File: src/rtl/gpio_pkg.sv
package gpio_pkg;

    // Register offsets on the port bus; software depends on these values.
    localparam int unsigned OFS_LATCH = 32'h00;
    localparam int unsigned OFS_DIR   = 32'h04;
    localparam int unsigned OFS_PULL  = 32'h0D;

    typedef enum logic [1:0] {
        SEL_NONE  = 2'd0,
        SEL_LATCH = 2'd1,
        SEL_DIR   = 2'd2,
        SEL_PULL  = 2'd3
    } reg_sel_e;

    // Maps a zero-extended bus offset to the register it selects.
    function automatic reg_sel_e decode_offset(input logic [31:0] ofs);
        reg_sel_e sel;
        case (ofs)
            OFS_LATCH: sel = SEL_LATCH;
            OFS_DIR:   sel = SEL_DIR;
            OFS_PULL:  sel = SEL_PULL;
            default:   sel = SEL_NONE;
        endcase
        return sel;
    endfunction

endpackage

File: src/rtl/gpio_sync.sv
module gpio_sync #(
    parameter int WIDTH  = 8,
    parameter int STAGES = 2
) (
    input  logic             clk,
    input  logic             rst,
    input  logic [WIDTH-1:0] async_in,
    output logic [WIDTH-1:0] sync_out
);
    localparam int LAST = STAGES - 1;

    generate
        for (genvar b = 0; b < WIDTH; b++) begin : g_bit
            logic [STAGES-1:0] chain;
            always_ff @(posedge clk) begin
                if (rst) begin
                    chain <= '0;
                end else begin
                    chain <= {chain[STAGES-2:0], async_in[b]};
                end
            end
            assign sync_out[b] = chain[LAST];
        end
    endgenerate
endmodule

File: src/rtl/gpio_regs.sv
module gpio_regs
    import gpio_pkg::*;
#(
    parameter int WIDTH = 8
) (
    input  logic             clk,
    input  logic             rst,
    input  logic             wr_en,
    input  reg_sel_e         sel,
    input  logic [WIDTH-1:0] wdata,
    output logic [WIDTH-1:0] latch_q,
    output logic [WIDTH-1:0] dir_q,
    output logic [WIDTH-1:0] pull_q
);
    always_ff @(posedge clk) begin
        if (rst) begin
            latch_q <= '0;
            dir_q   <= '0;
            pull_q  <= '0;
        end else if (wr_en) begin
            case (sel)
                SEL_LATCH: latch_q <= wdata;
                SEL_DIR:   dir_q   <= wdata;
                SEL_PULL:  pull_q  <= wdata;
                default:   ;
            endcase
        end
    end
endmodule

File: src/rtl/gpio_pad_ctrl.sv
module gpio_pad_ctrl
    import gpio_pkg::*;
#(
    parameter int WIDTH = 8
) (
    input  reg_sel_e         sel,
    input  logic [WIDTH-1:0] latch_q,
    input  logic [WIDTH-1:0] dir_q,
    input  logic [WIDTH-1:0] pull_q,
    input  logic [WIDTH-1:0] pin_sync,
    output logic [WIDTH-1:0] pin_oe,
    output logic [WIDTH-1:0] pin_out,
    output logic [WIDTH-1:0] pin_pu,
    output logic [WIDTH-1:0] rdata
);
    logic [WIDTH-1:0] port_view;

    generate
        for (genvar b = 0; b < WIDTH; b++) begin : g_pad
            assign pin_oe[b]    = dir_q[b];
            assign pin_out[b]   = dir_q[b] & latch_q[b];
            assign pin_pu[b]    = pull_q[b] & ~dir_q[b];
            assign port_view[b] = dir_q[b] ? latch_q[b] : pin_sync[b];
        end
    endgenerate

    always_comb begin
        case (sel)
            SEL_LATCH: rdata = port_view;
            SEL_DIR:   rdata = dir_q;
            SEL_PULL:  rdata = pull_q;
            default:   rdata = '0;
        endcase
    end
endmodule

File: src/rtl/gpio_port.sv
module gpio_port
    import gpio_pkg::*;
#(
    parameter int WIDTH  = 8,
    parameter int ADDR_W = 8
) (
    input  logic              clk,
    input  logic              rst,
    input  logic              bus_en,
    input  logic              bus_we,
    input  logic [ADDR_W-1:0] bus_addr,
    input  logic [WIDTH-1:0]  bus_wdata,
    output logic [WIDTH-1:0]  bus_rdata,
    input  logic [WIDTH-1:0]  pin_in,
    output logic [WIDTH-1:0]  pin_oe,
    output logic [WIDTH-1:0]  pin_out,
    output logic [WIDTH-1:0]  pin_pu,
    output logic [WIDTH-1:0]  kbd_tap
);
    localparam int SYNC_STAGES = 2;

    reg_sel_e         sel;
    logic             wr_en;
    logic [WIDTH-1:0] latch_q;
    logic [WIDTH-1:0] dir_q;
    logic [WIDTH-1:0] pull_q;
    logic [WIDTH-1:0] pin_sync;

    assign sel     = decode_offset(32'(bus_addr));
    assign wr_en   = bus_en & bus_we;
    assign kbd_tap = pin_sync;

    gpio_sync #(.WIDTH(WIDTH), .STAGES(SYNC_STAGES)) u_sync (
        .clk      (clk),
        .rst      (rst),
        .async_in (pin_in),
        .sync_out (pin_sync)
    );

    gpio_regs #(.WIDTH(WIDTH)) u_regs (
        .clk     (clk),
        .rst     (rst),
        .wr_en   (wr_en),
        .sel     (sel),
        .wdata   (bus_wdata),
        .latch_q (latch_q),
        .dir_q   (dir_q),
        .pull_q  (pull_q)
    );

    gpio_pad_ctrl #(.WIDTH(WIDTH)) u_pad (
        .sel      (sel),
        .latch_q  (latch_q),
        .dir_q    (dir_q),
        .pull_q   (pull_q),
        .pin_sync (pin_sync),
        .pin_oe   (pin_oe),
        .pin_out  (pin_out),
        .pin_pu   (pin_pu),
        .rdata    (bus_rdata)
    );
endmodule

File: config.mk
export PLATFORM = sky130hd
export DESIGN_NAME = gpio_port
export DESIGN_NICKNAME = d
export VERILOG_FILES = /design/src/rtl/gpio_pkg.sv /design/src/rtl/gpio_sync.sv /design/src/rtl/gpio_regs.sv /design/src/rtl/gpio_pad_ctrl.sv /design/src/rtl/gpio_port.sv
export SDC_FILE = /design/constraint.sdc
export NUM_CORES = 1
export LEC_CHECK = 0
export ABC_AREA = 0
export BUFFER_PORTS_ARGS = -buffer_cell sky130_fd_sc_hd__buf_2
export CAP_MARGIN = 20
export CORE_UTILIZATION = 45
export CTS_BUF_LIST = sky130_fd_sc_hd__clkbuf_16
export DETAILED_ROUTE_END_ITERATION = 10
export HOLD_SLACK_MARGIN = 0.05
export PLACE_DENSITY = 0.8
export REMOVE_ABC_BUFFERS = 1
export SYNTH_ARGS = -nofsm -noshare
export SYNTH_HDL_FRONTEND = slang
export SYNTH_HIERARCHICAL = 1
export SYNTH_SLANG_ARGS = --single-unit
File: constraint.sdc
create_clock -name clk -period 3.23 [get_ports clk]
set_clock_uncertainty 0.2 [all_clocks]
set_input_delay 0.1615 -clock clk [delete_from_list [all_inputs] [get_ports clk]]
set_output_delay 0.1615 -clock clk [all_outputs]
set_load 0.005 [all_outputs]
==> impl_metrics.yaml, run 1 <==
pwr:
  fin_total_pwr_mw: 1.02
  p_clk_frac: 0.435
  p_int_mw: 0.825
  netSwitchingFraction: 0.194
  irDropWorstVdd_mv: 0.317
  p_leak_nw: 1.19
  combPwrFrac: 0.071
  power_frac_seq: 0.494
  cellPowerDensity_nw_per_um2: 406
  switchingPower_mw: 0.199
worst_setup_path:
  worst-path-stages: 6
  rr_endpoint: "u_regs/dir_q[0]"
  cp.required_ns: 2.87
  crit_path_frequent_cell: "buf_2"
  worstPathCellList: "buf_2 -> or4_4 -> nor4b_2 -> inv_1 -> o22ai_1 -> buf_2"
  crit_path_max_fanout: 8
  crit_end: "bus_rdata[2]"
  worstReg2RegStart: "u_regs/dir_q[0]"
  worstPathArrival_ns: 2.04
  cp_top_family: "simple AND/OR/NAND/NOR gates"
  start_kind: "input port"
  crit_start: "bus_addr[4]"
  reg2reg_depth: 2
  regToRegSetupSlack_ns: 2.32
  path_class: "in -> out"
  cp.buffers_inverters: 3
  cp_slowest_cell: "nor4b_2"
  max_stage_delay_ns: 0.55
  worstSetupEndpointType: "primary output"
clock_tree:
  holdBufCountCts: 16
  cts_buffer_depth: 2
  clk_latency_ns: 0.27
  postCtsResizedCells: 0
  cts_setup_buffers: 0
  root_buffer: "clkbuf_16"
  numCtsBuffers: 5
  clock-sinks: 40
  htree_num_levels: 2
  clkTransAtPathRegs_ns: 0.05
  cts_tree: "yes"
placed_design:
  placed_cells: 285
  place_hpwl_um: 2700
  post-place-ws_ns: 0.837
  io_buffers: 67
  globalplace.congestion: 0.748
  placed_cell_area_sq_um: 2230
layout:
  antenna_cells: 0
  drive_above_1_share: 0.368
  final_cell_mix: "buf_2 (67), mux2i_1 (40), dfxtp_1 (40)"
  nets: 286
  final_core_util: 0.613
  fin_cells: 308
  final_common_cell: "buf_2"
  synthToLayoutAreaGrowth_pct: 27.0
  fin_area_sq_um: 2520
logic_synthesis:
  synth_area_leader_cell: "dfxtp_1"
  synth_area_per_cell_sq_um: 10.5
  ys_warn_count: 6
  synth.lib_cells_used.distinct: 24
  netlist_area_sq_um: 1990
  ys_top_cells_by_area: "dfxtp_1 (40%), mux2i_1 (20%), nand2b_1 (10%)"
  synth-async-reset-ratio: 0
  yosys.area.top_type_share: 0.403
  ys.flop_type: "dfxtp_1"
  yosysSeqAreaShare: 0.403
  yosys_register_bits: 40
  synth_cells: 189
  synth_edf_count: 0
global_route:
  grt.overflow.total: 0
  grt_pass1_vias: 1361
  grt.total_usage: 0.177
  grt_max_degree: 49
  antenna_found_initial: 0
  grt_pass1_wl_um: 5890
detailed_routing:
  drt-initial-drc-count: 46
  vias: 1462
  wl_um: 3900
  drc: 0
  ant_nets: 0
  viasPerCell: 4.75
  avgRoutedWirePerCell_um: 12.7
  dr.pass1.iters: 4
sta:
  whs_ns: 0.167
  slew_headroom: 0.551
  tns_ns: 0
  slew_violations: 0
  setup_viol: 0
  worst_pin_slew_ns: 0.674
  worst_slack_ns: 0.833
  period_share: 0.742
  layout_min_cycle_time_ns: 2.40
  rsz0062_at_grt: "no"
  max_freq_mhz: 417
  hold_violations: 0
die:
  die-area_sq_um: 4680
  initial_core_util: 0.483
  core_sq_um: 4120
  fp.dieW_um: 68.4
  die_y_um: 68.4
  num_rows: 23
  ioPinCount: 68
run_status:
  outcome: "completed"
run:
  max_cap_viol_count: 0
min_path:
  hold_path_class: "in -> reg"
==> registers in the layout (all words and copies together) (netlist names) <==
name                count
u_sync/g_bit.chain     16
u_regs/pull_q           8
u_regs/dir_q            8
u_regs/latch_q          8
==> synth_stat cells (all sizes together) (2+ instances only) <==
cell    instances
and2            9
and2b           6
and3b           2
buf            20
clkbuf          3
dfxtp          40
mux2i          40
nand2b         33
nand3           2
nand3b          2
nor2b          18
o22ai           8
==> layout make-up <==
type,count,area [sq um]
Multi-Input combinational cell,125,1010
Clock buffer,5,125
Fill cell,367,1590
Inverter,1,3.75
Tap cell,50,62.6
Timing Repair Buffer,85,510
Sequential cell,40,801
Clock inverter,2,8.76
==> metal layers <==
| metal | track usage | share of wire |
|---|---|---|
| met5 | 0 | 0 |
| met4 | 0.0651 | 0.0044 |
| met3 | 0.0533 | 0.052 |
| met2 | 0.311 | 0.51 |
| met1 | 0.199 | 0.44 |
==> cells by family (layout without fill, tap and decap cells) <==
family	after synthesis	count (layout)	synth area share
flip-flops	40	40	0.403
AO/OA/AOI/OAI	9	9	0.0290
multiplexers	40	40	0.202
buffers and inverters	24	93	0.0907
XOR/XNOR	1	1	0.00441
AND/OR/NAND/NOR	75	75	0.271
==> power groups by stage <==
| stage | registers [mW] | clock network [mW] | logic, mW |
|---|---|---|---|
| final | 0.506 | 0.445 | 0.0728 |
| after global routing | 0.507 | 0.481 | 0.0800 |
| after CTS | 0.506 | 0.457 | 0.0734 |
| after detailed placement | 0.517 | 0 | 0.0584 |
| after global placement | 0.517 | 0 | 0.0573 |
| after floorplan | 0.517 | 0 | 0.0264 |
==> worst reg2reg max path, delay by kind of cell, from the launching register on <==
kind | cells | cell delay (ns)
and+or+nand+nor | 1 | 0.09
muxes | 1 | 0.13
DFF | 1 | 0.42
==> how the worst min path moves through the flow <==
stage	end	cells after the start	start
6_report	u_regs/dir_q[7]	4	bus_addr[5]
5_1_grt	u_regs/dir_q[0]	4	bus_addr[5]
4_1_cts	u_regs/dir_q[7]	4	bus_addr[5]
3_5_place_dp	u_sync/g_bit[6].chain[0]	2	pin_in[6]
3_3_place_gp	u_sync/g_bit[2].chain[0]	2	pin_in[2]
2_1_floorplan	u_sync/g_bit[0].chain[1]	1	rst
Power figures use the tool's default switching activity.
==> inputs of run 2 (changes only) <==
--- a/config.mk
+++ b/config.mk
@@ -5,14 +5,14 @@
 export SDC_FILE = /design/constraint.sdc
 export NUM_CORES = 1
 export LEC_CHECK = 0
-export ABC_AREA = 0
+export ABC_AREA = 1
 export BUFFER_PORTS_ARGS = -buffer_cell sky130_fd_sc_hd__buf_2
 export CAP_MARGIN = 20
 export CORE_UTILIZATION = 45
 export CTS_BUF_LIST = sky130_fd_sc_hd__clkbuf_16
 export DETAILED_ROUTE_END_ITERATION = 10
 export HOLD_SLACK_MARGIN = 0.05
-export PLACE_DENSITY = 0.8
+export PLACE_DENSITY = 0.81
 export REMOVE_ABC_BUFFERS = 1
 export SYNTH_ARGS = -nofsm -noshare
 export SYNTH_HDL_FRONTEND = slang
==> constraint.sdc (replaced) <==
create_clock -name clk -period 2.06 [get_ports clk]
set_clock_uncertainty 0.2 [all_clocks]
set_input_delay 0.103 -clock clk [delete_from_list [all_inputs] [get_ports clk]]
set_output_delay 0.103 -clock clk [all_outputs]
set_load 0.005 [all_outputs]
==> impl_metrics.yaml, run 2 <==
logic_synthesis:
  ys.flop_type: "dfxtp_1"
  synth_cells: 356
  yosysSeqAreaShare: 0.356
  ys_top_cells_by_area: "dfxtp_1 (36%), nand2_1 (17%), inv_1 (14%)"
  synth.lib_cells_used.distinct: 16
  synth_edf_count: 0
  synth-async-reset-ratio: 0
  yosysMostFrequentCell: "nand2_1"
  yosys.area.top_type_share: 0.356
  synth_area_per_cell_sq_um: 6.31
  netlist_area_sq_um: 2250
  synth_area_leader_cell: "dfxtp_1"
  ys_warn_count: 6
  yosys_register_bits: 40
  synth_common_cells: "nand2_1 (103), inv_1 (83), nor2_1 (72)"
global_route:
  use_met3: 0.0539
  grt.busiest_layer: "met2"
  grt_use_met1: 0.219
  antenna_found_initial: 0
  grt_pass1_vias: 1848
  grtUsageMet2: 0.329
  grt.overflow.total: 0
  grt.total_usage: 0.189
  grt_max_degree: 25
  grt_pass1_wl_um: 7580
worst_setup_path:
  worstPathCellList: "buf_2 -> inv_1 -> nand2_1 -> nor2_2 -> nand2_1 -> nand2_1 -> inv_6 -> nor2_4 -> nand2_1 -> nand2_1 -> buf_2"
  cp_top_family: "simple AND/OR/NAND/NOR gates"
  cp_slowest_cell: "nand2_1"
  crit_path_frequent_cell: "nand2_1"
  max_stage_delay_ns: 0.29
  path_class: "in -> out"
  worstSetupEndpointType: "primary output"
  cp.buffers_inverters: 4
  start_kind: "input port"
  crit_path_max_fanout: 9
  worstPathArrival_ns: 1.45
  cp.required_ns: 1.76
placed_design:
  io_buffers: 67
  globalplace.congestion: 0.805
  place_hpwl_um: 3230
  post-place-ws_ns: 0.279
clock_tree:
  cts_tree: "yes"
  cts_buffer_depth: 2
  clock-sinks: 40
  root_buffer: "clkbuf_16"
  cts_setup_buffers: 0
  clk_latency_ns: 0.28
  numCtsBuffers: 5
  clkTransAtPathRegs_ns: 0.06
  htree_num_levels: 2
layout:
  final_cell_mix: "nand2_1 (103), inv_1 (83), nor2_1 (72)"
  nets: 456
  final_common_cell: "nand2_1"
  synthToLayoutAreaGrowth_pct: 25.0
  drive_above_1_share: 0.235
  largest_register_ffs: 16
  regMostFlops: "u_sync/g_bit.chain"
  antenna_cells: 0
detailed_routing:
  drc: 0
  dr.pass1.iters: 4
  viasPerCell: 4.25
  ant_nets: 0
  vias: 2110
  wl_um: 4710
  avgRoutedWirePerCell_um: 9.50
  drt-initial-drc-count: 99
sta:
  slew_headroom: 0.732
  setup_viol: 0
  worst_pin_slew_ns: 0.402
  hold_violations: 0
  layout_min_cycle_time_ns: 1.76
  tns_ns: 0
  rsz0062_at_grt: "no"
  slew_violations: 0
  worst_slack_ns: 0.303
  period_share: 0.853
  max_freq_mhz: 569
pwr:
  p_leak_nw: 1.70
  irDropWorstVdd_mv: 0.426
  fin_total_pwr_mw: 1.65
  cellPowerDensity_nw_per_um2: 586
run_status:
  outcome: "completed"
die:
  fp.dieW_um: 72.7
  ioPinCount: 68
  num_rows: 25
  die_y_um: 72.7
  core_sq_um: 4750
  die-area_sq_um: 5280
  initial_core_util: 0.473
run:
  max_cap_viol_count: 0
min_path:
  hold_path_class: "reg -> reg"
run 2: metal layers:
| layer | up-vias | wire length [um] |
|---|---|---|
| li1 | 1127 | - |
| met1 | 912 | 2120 |
| met2 | 64 | 2180 |
| met3 | 7 | 335 |
| met4 | 0 | 74 |
| met5 | - | 0 |
run 2: cell families after synthesis:
family | after synthesis | synth area share
buffers and inverters | 111 | 0.252
and+or+nand+nor | 205 | 0.392
DFF | 40 | 0.356
run 2: area by class of cell:
cell class | instances | area, sq um
clock buffers | 5 | 125
clock inverters | 3 | 13.8
fillers | 470 | 1950
inverters | 85 | 324
multi-input cells | 205 | 881
flip-flops and latches | 40 | 801
well taps | 67 | 83.8
repair buffers | 91 | 581
run 2: through the flow:
stage | instance area, sq um | instances | utilization | hold WS, ns
after floorplan | 2010 | 330 | - | -0.0301
after global placement | 2460 | 467 | 0.517 | 0.102
after detailed placement | 2460 | 467 | 0.517 | 0.108
after CTS | 2810 | 496 | 0.591 | 0.202
after global routing | 2810 | 496 | 0.591 | 0.215
final | 2810 | 496 | 0.591 | 0.201
run 2: what timing repair did:
item	in CTS	in global routing
endpoints found under the setup margin	0	0
hold buffers	21	0
endpoints found under the hold margin	36	0
resized for setup	0	0
run 2: worst paths after layout:
check / from / endpoint / slack, ns / cells past startpoint
setup / recovery: bus_addr[4] / bus_rdata[5] / 0.30 / 11
hold / removal: u_sync/g_bit[3].chain[0] / u_sync/g_bit[3].chain[1] / 0.20 / 2
setup reg to reg: u_regs/dir_q[1] / u_regs/dir_q[1] / 1.07 / 4
hold reg to reg: u_sync/g_bit[3].chain[0] / u_sync/g_bit[3].chain[1] / 0.20 / 2
run 2: worst register-to-register path, delay by kind of cell (launching register included):
kind | cells | cell delay [ns]
simple gates | 3 | 0.20
flops | 1 | 0.45
buf+inv | 1 | 0.08
run 2: report_power, final:
part           internal (mW)  switching [mW]
clock network          0.439           0.294
registers              0.789         0.00537
logic                 0.0634          0.0560
==> inputs of run 3 (changes only) <==
--- a/config.mk
+++ b/config.mk
@@ -8,11 +8,13 @@
 export ABC_AREA = 1
 export BUFFER_PORTS_ARGS = -buffer_cell sky130_fd_sc_hd__buf_2
 export CAP_MARGIN = 20
+export CORE_ASPECT_RATIO = 0.9
 export CORE_UTILIZATION = 45
 export CTS_BUF_LIST = sky130_fd_sc_hd__clkbuf_16
 export DETAILED_ROUTE_END_ITERATION = 10
 export HOLD_SLACK_MARGIN = 0.05
 export PLACE_DENSITY = 0.81
+export RECOVER_POWER = 100
 export REMOVE_ABC_BUFFERS = 1
 export SYNTH_ARGS = -nofsm -noshare
 export SYNTH_HDL_FRONTEND = slang
==> impl_metrics.yaml, run 3 (same netlist as run 2, synthesis figures left out) <==
run_status:
  outcome: "completed"
clock_tree:
  clk_latency_ns: 0.28
  cts_tree: "yes"
  numCtsBuffers: 5
  cts_buffer_depth: 2
  root_buffer: "clkbuf_16"
  clkTransAtPathRegs_ns: 0.06
  htree_num_levels: 2
  clock-sinks: 40
worst_setup_path:
  cp_slowest_cell: "clkbuf_2"
  worstReg2RegStart: "u_regs/dir_q[4]"
  worstSetupEndpointType: "primary output"
  worstPathCellList: "buf_2 -> inv_1 -> nand2_1 -> nor2_2 -> nand2_1 -> nand2_1 -> clkbuf_2 -> nand3_1 -> nand2_1 -> inv_1 -> nand2_1 -> buf_2"
  reg2reg_depth: 4
  crit_path_frequent_cell: "nand2_1"
  cp.required_ns: 1.76
  crit_start: "bus_addr[4]"
  regToRegSetupSlack_ns: 1.01
  crit_end: "bus_rdata[1]"
  start_kind: "input port"
  max_stage_delay_ns: 0.33
  rr_endpoint: "u_regs/dir_q[4]"
  path_class: "in -> out"
  worstPathArrival_ns: 1.50
  crit_path_max_fanout: 10
sta:
  slew_violations: 0
  period_share: 0.875
  hold_violations: 0
  rsz0062_at_grt: "no"
  max_freq_mhz: 555
  tns_ns: 0
  whs_ns: 0.200
  worst_pin_slew_ns: 0.731
  layout_min_cycle_time_ns: 1.80
  slew_headroom: 0.512
  setup_viol: 0
detailed_routing:
  viasPerCell: 4.24
  dr.pass1.iters: 4
  wl_um: 4690
  drt-initial-drc-count: 66
  drc: 0
  ant_nets: 0
  avgRoutedWirePerCell_um: 9.41
  vias: 2115
global_route:
  grt_max_degree: 25
  antenna_found_initial: 0
  grt.total_usage: 0.190
  grt_pass1_vias: 1941
  grt_pass1_wl_um: 8090
  grt.overflow.total: 0
placed_design:
  place_hpwl_um: 3230
  placed_cell_area_sq_um: 2450
  globalplace.congestion: 0.766
  io_buffers: 67
die:
  die-area_sq_um: 5280
  fp.dieW_um: 76.5
  die_y_um: 69.0
  ioPinCount: 68
  num_rows: 24
  core_sq_um: 4830
  initial_core_util: 0.465
layout:
  nets: 461
  drive_above_1_share: 0.210
  largest_register_ffs: 16
  fillers: 470
  regMostFlops: "u_sync/g_bit.chain"
  fin_area_sq_um: 2830
  final_cell_mix: "nand2_1 (103), inv_1 (84), nor2_1 (73)"
  final_common_cell: "nand2_1"
  synthToLayoutAreaGrowth_pct: 25.7
  antenna_cells: 0
pwr:
  p_leak_nw: 1.69
  irDropWorstVdd_mv: 0.413
  cellPowerDensity_nw_per_um2: 583
run:
  max_cap_viol_count: 0
min_path:
  min_from: "u_sync/g_bit[6].chain[0]"
  hold_path_class: "reg -> reg"
==> run 3: per-layer routing <==
| layer | share of wire | GRT usage |
|---|---|---|
| met1 | 0.47 | 0.218 |
| met2 | 0.47 | 0.354 |
| met3 | 0.053 | 0.0530 |
| met4 | 0.0049 | 0.0321 |
| met5 | 0 | 0 |
==> run 3: final cells by class <==
cell class	instances	area, sq um	share of cell area
Clock inverter	3	13.8	0.00487
Sequential cell	40	801	0.283
Inverter	85	324	0.115
Tap cell	65	81.3	0.0288
Clock buffer	5	125	0.0443
Multi-Input combinational cell	205	878	0.311
Timing Repair Buffer	96	602	0.213
==> run 3: stage by stage <==
| step | util | power (mW) | worst slack, ns | std cells |
|---|---|---|---|---|
| after detailed placement | 0.507 | 0.898 | 0.268 | 466 |
| after global placement | 0.507 | 0.896 | 0.359 | 466 |
| after CTS | 0.588 | 1.66 | 0.362 | 499 |
| final | 0.584 | 1.65 | 0.258 | 499 |
| after global routing | 0.584 | 1.72 | 0.137 | 499 |
| after floorplan | - | 0.847 | 0.245 | 330 |
==> run 3: how the worst min path moves through the flow <==
| stage | end | cells after the start |
|---|---|---|
| floorplan | u_sync/g_bit[0].chain[0] | 1 |
| global placement | u_sync/g_bit[4].chain[0] | 3 |
| detailed placement | u_sync/g_bit[0].chain[0] | 3 |
| CTS | u_sync/g_bit[6].chain[1] | 2 |
| global route | u_sync/g_bit[7].chain[1] | 2 |
| finish | u_sync/g_bit[6].chain[1] | 2 |
==> run 3: report_power, final <==
part	switching (mW)	internal, mW	total, mW	leakage [nW]
Clock	0.291	0.439	0.731	0.0710
Sequential	0.00557	0.789	0.795	0.326
Combinational	0.0551	0.0664	0.122	1.29
==> run 3: timing repair <==
action / in CTS / in global routing
gates resized for setup: 0 / 0
endpoints found under the hold margin: 40 / 0
setup buffers: 0 / 0
hold buffers: 25 / 0
==> run 3: critical path, delay by kind of cell <==
family | cells | cell delay (ns)
buffers and inverters | 5 | 0.62
and+or+nand+nor | 7 | 0.77
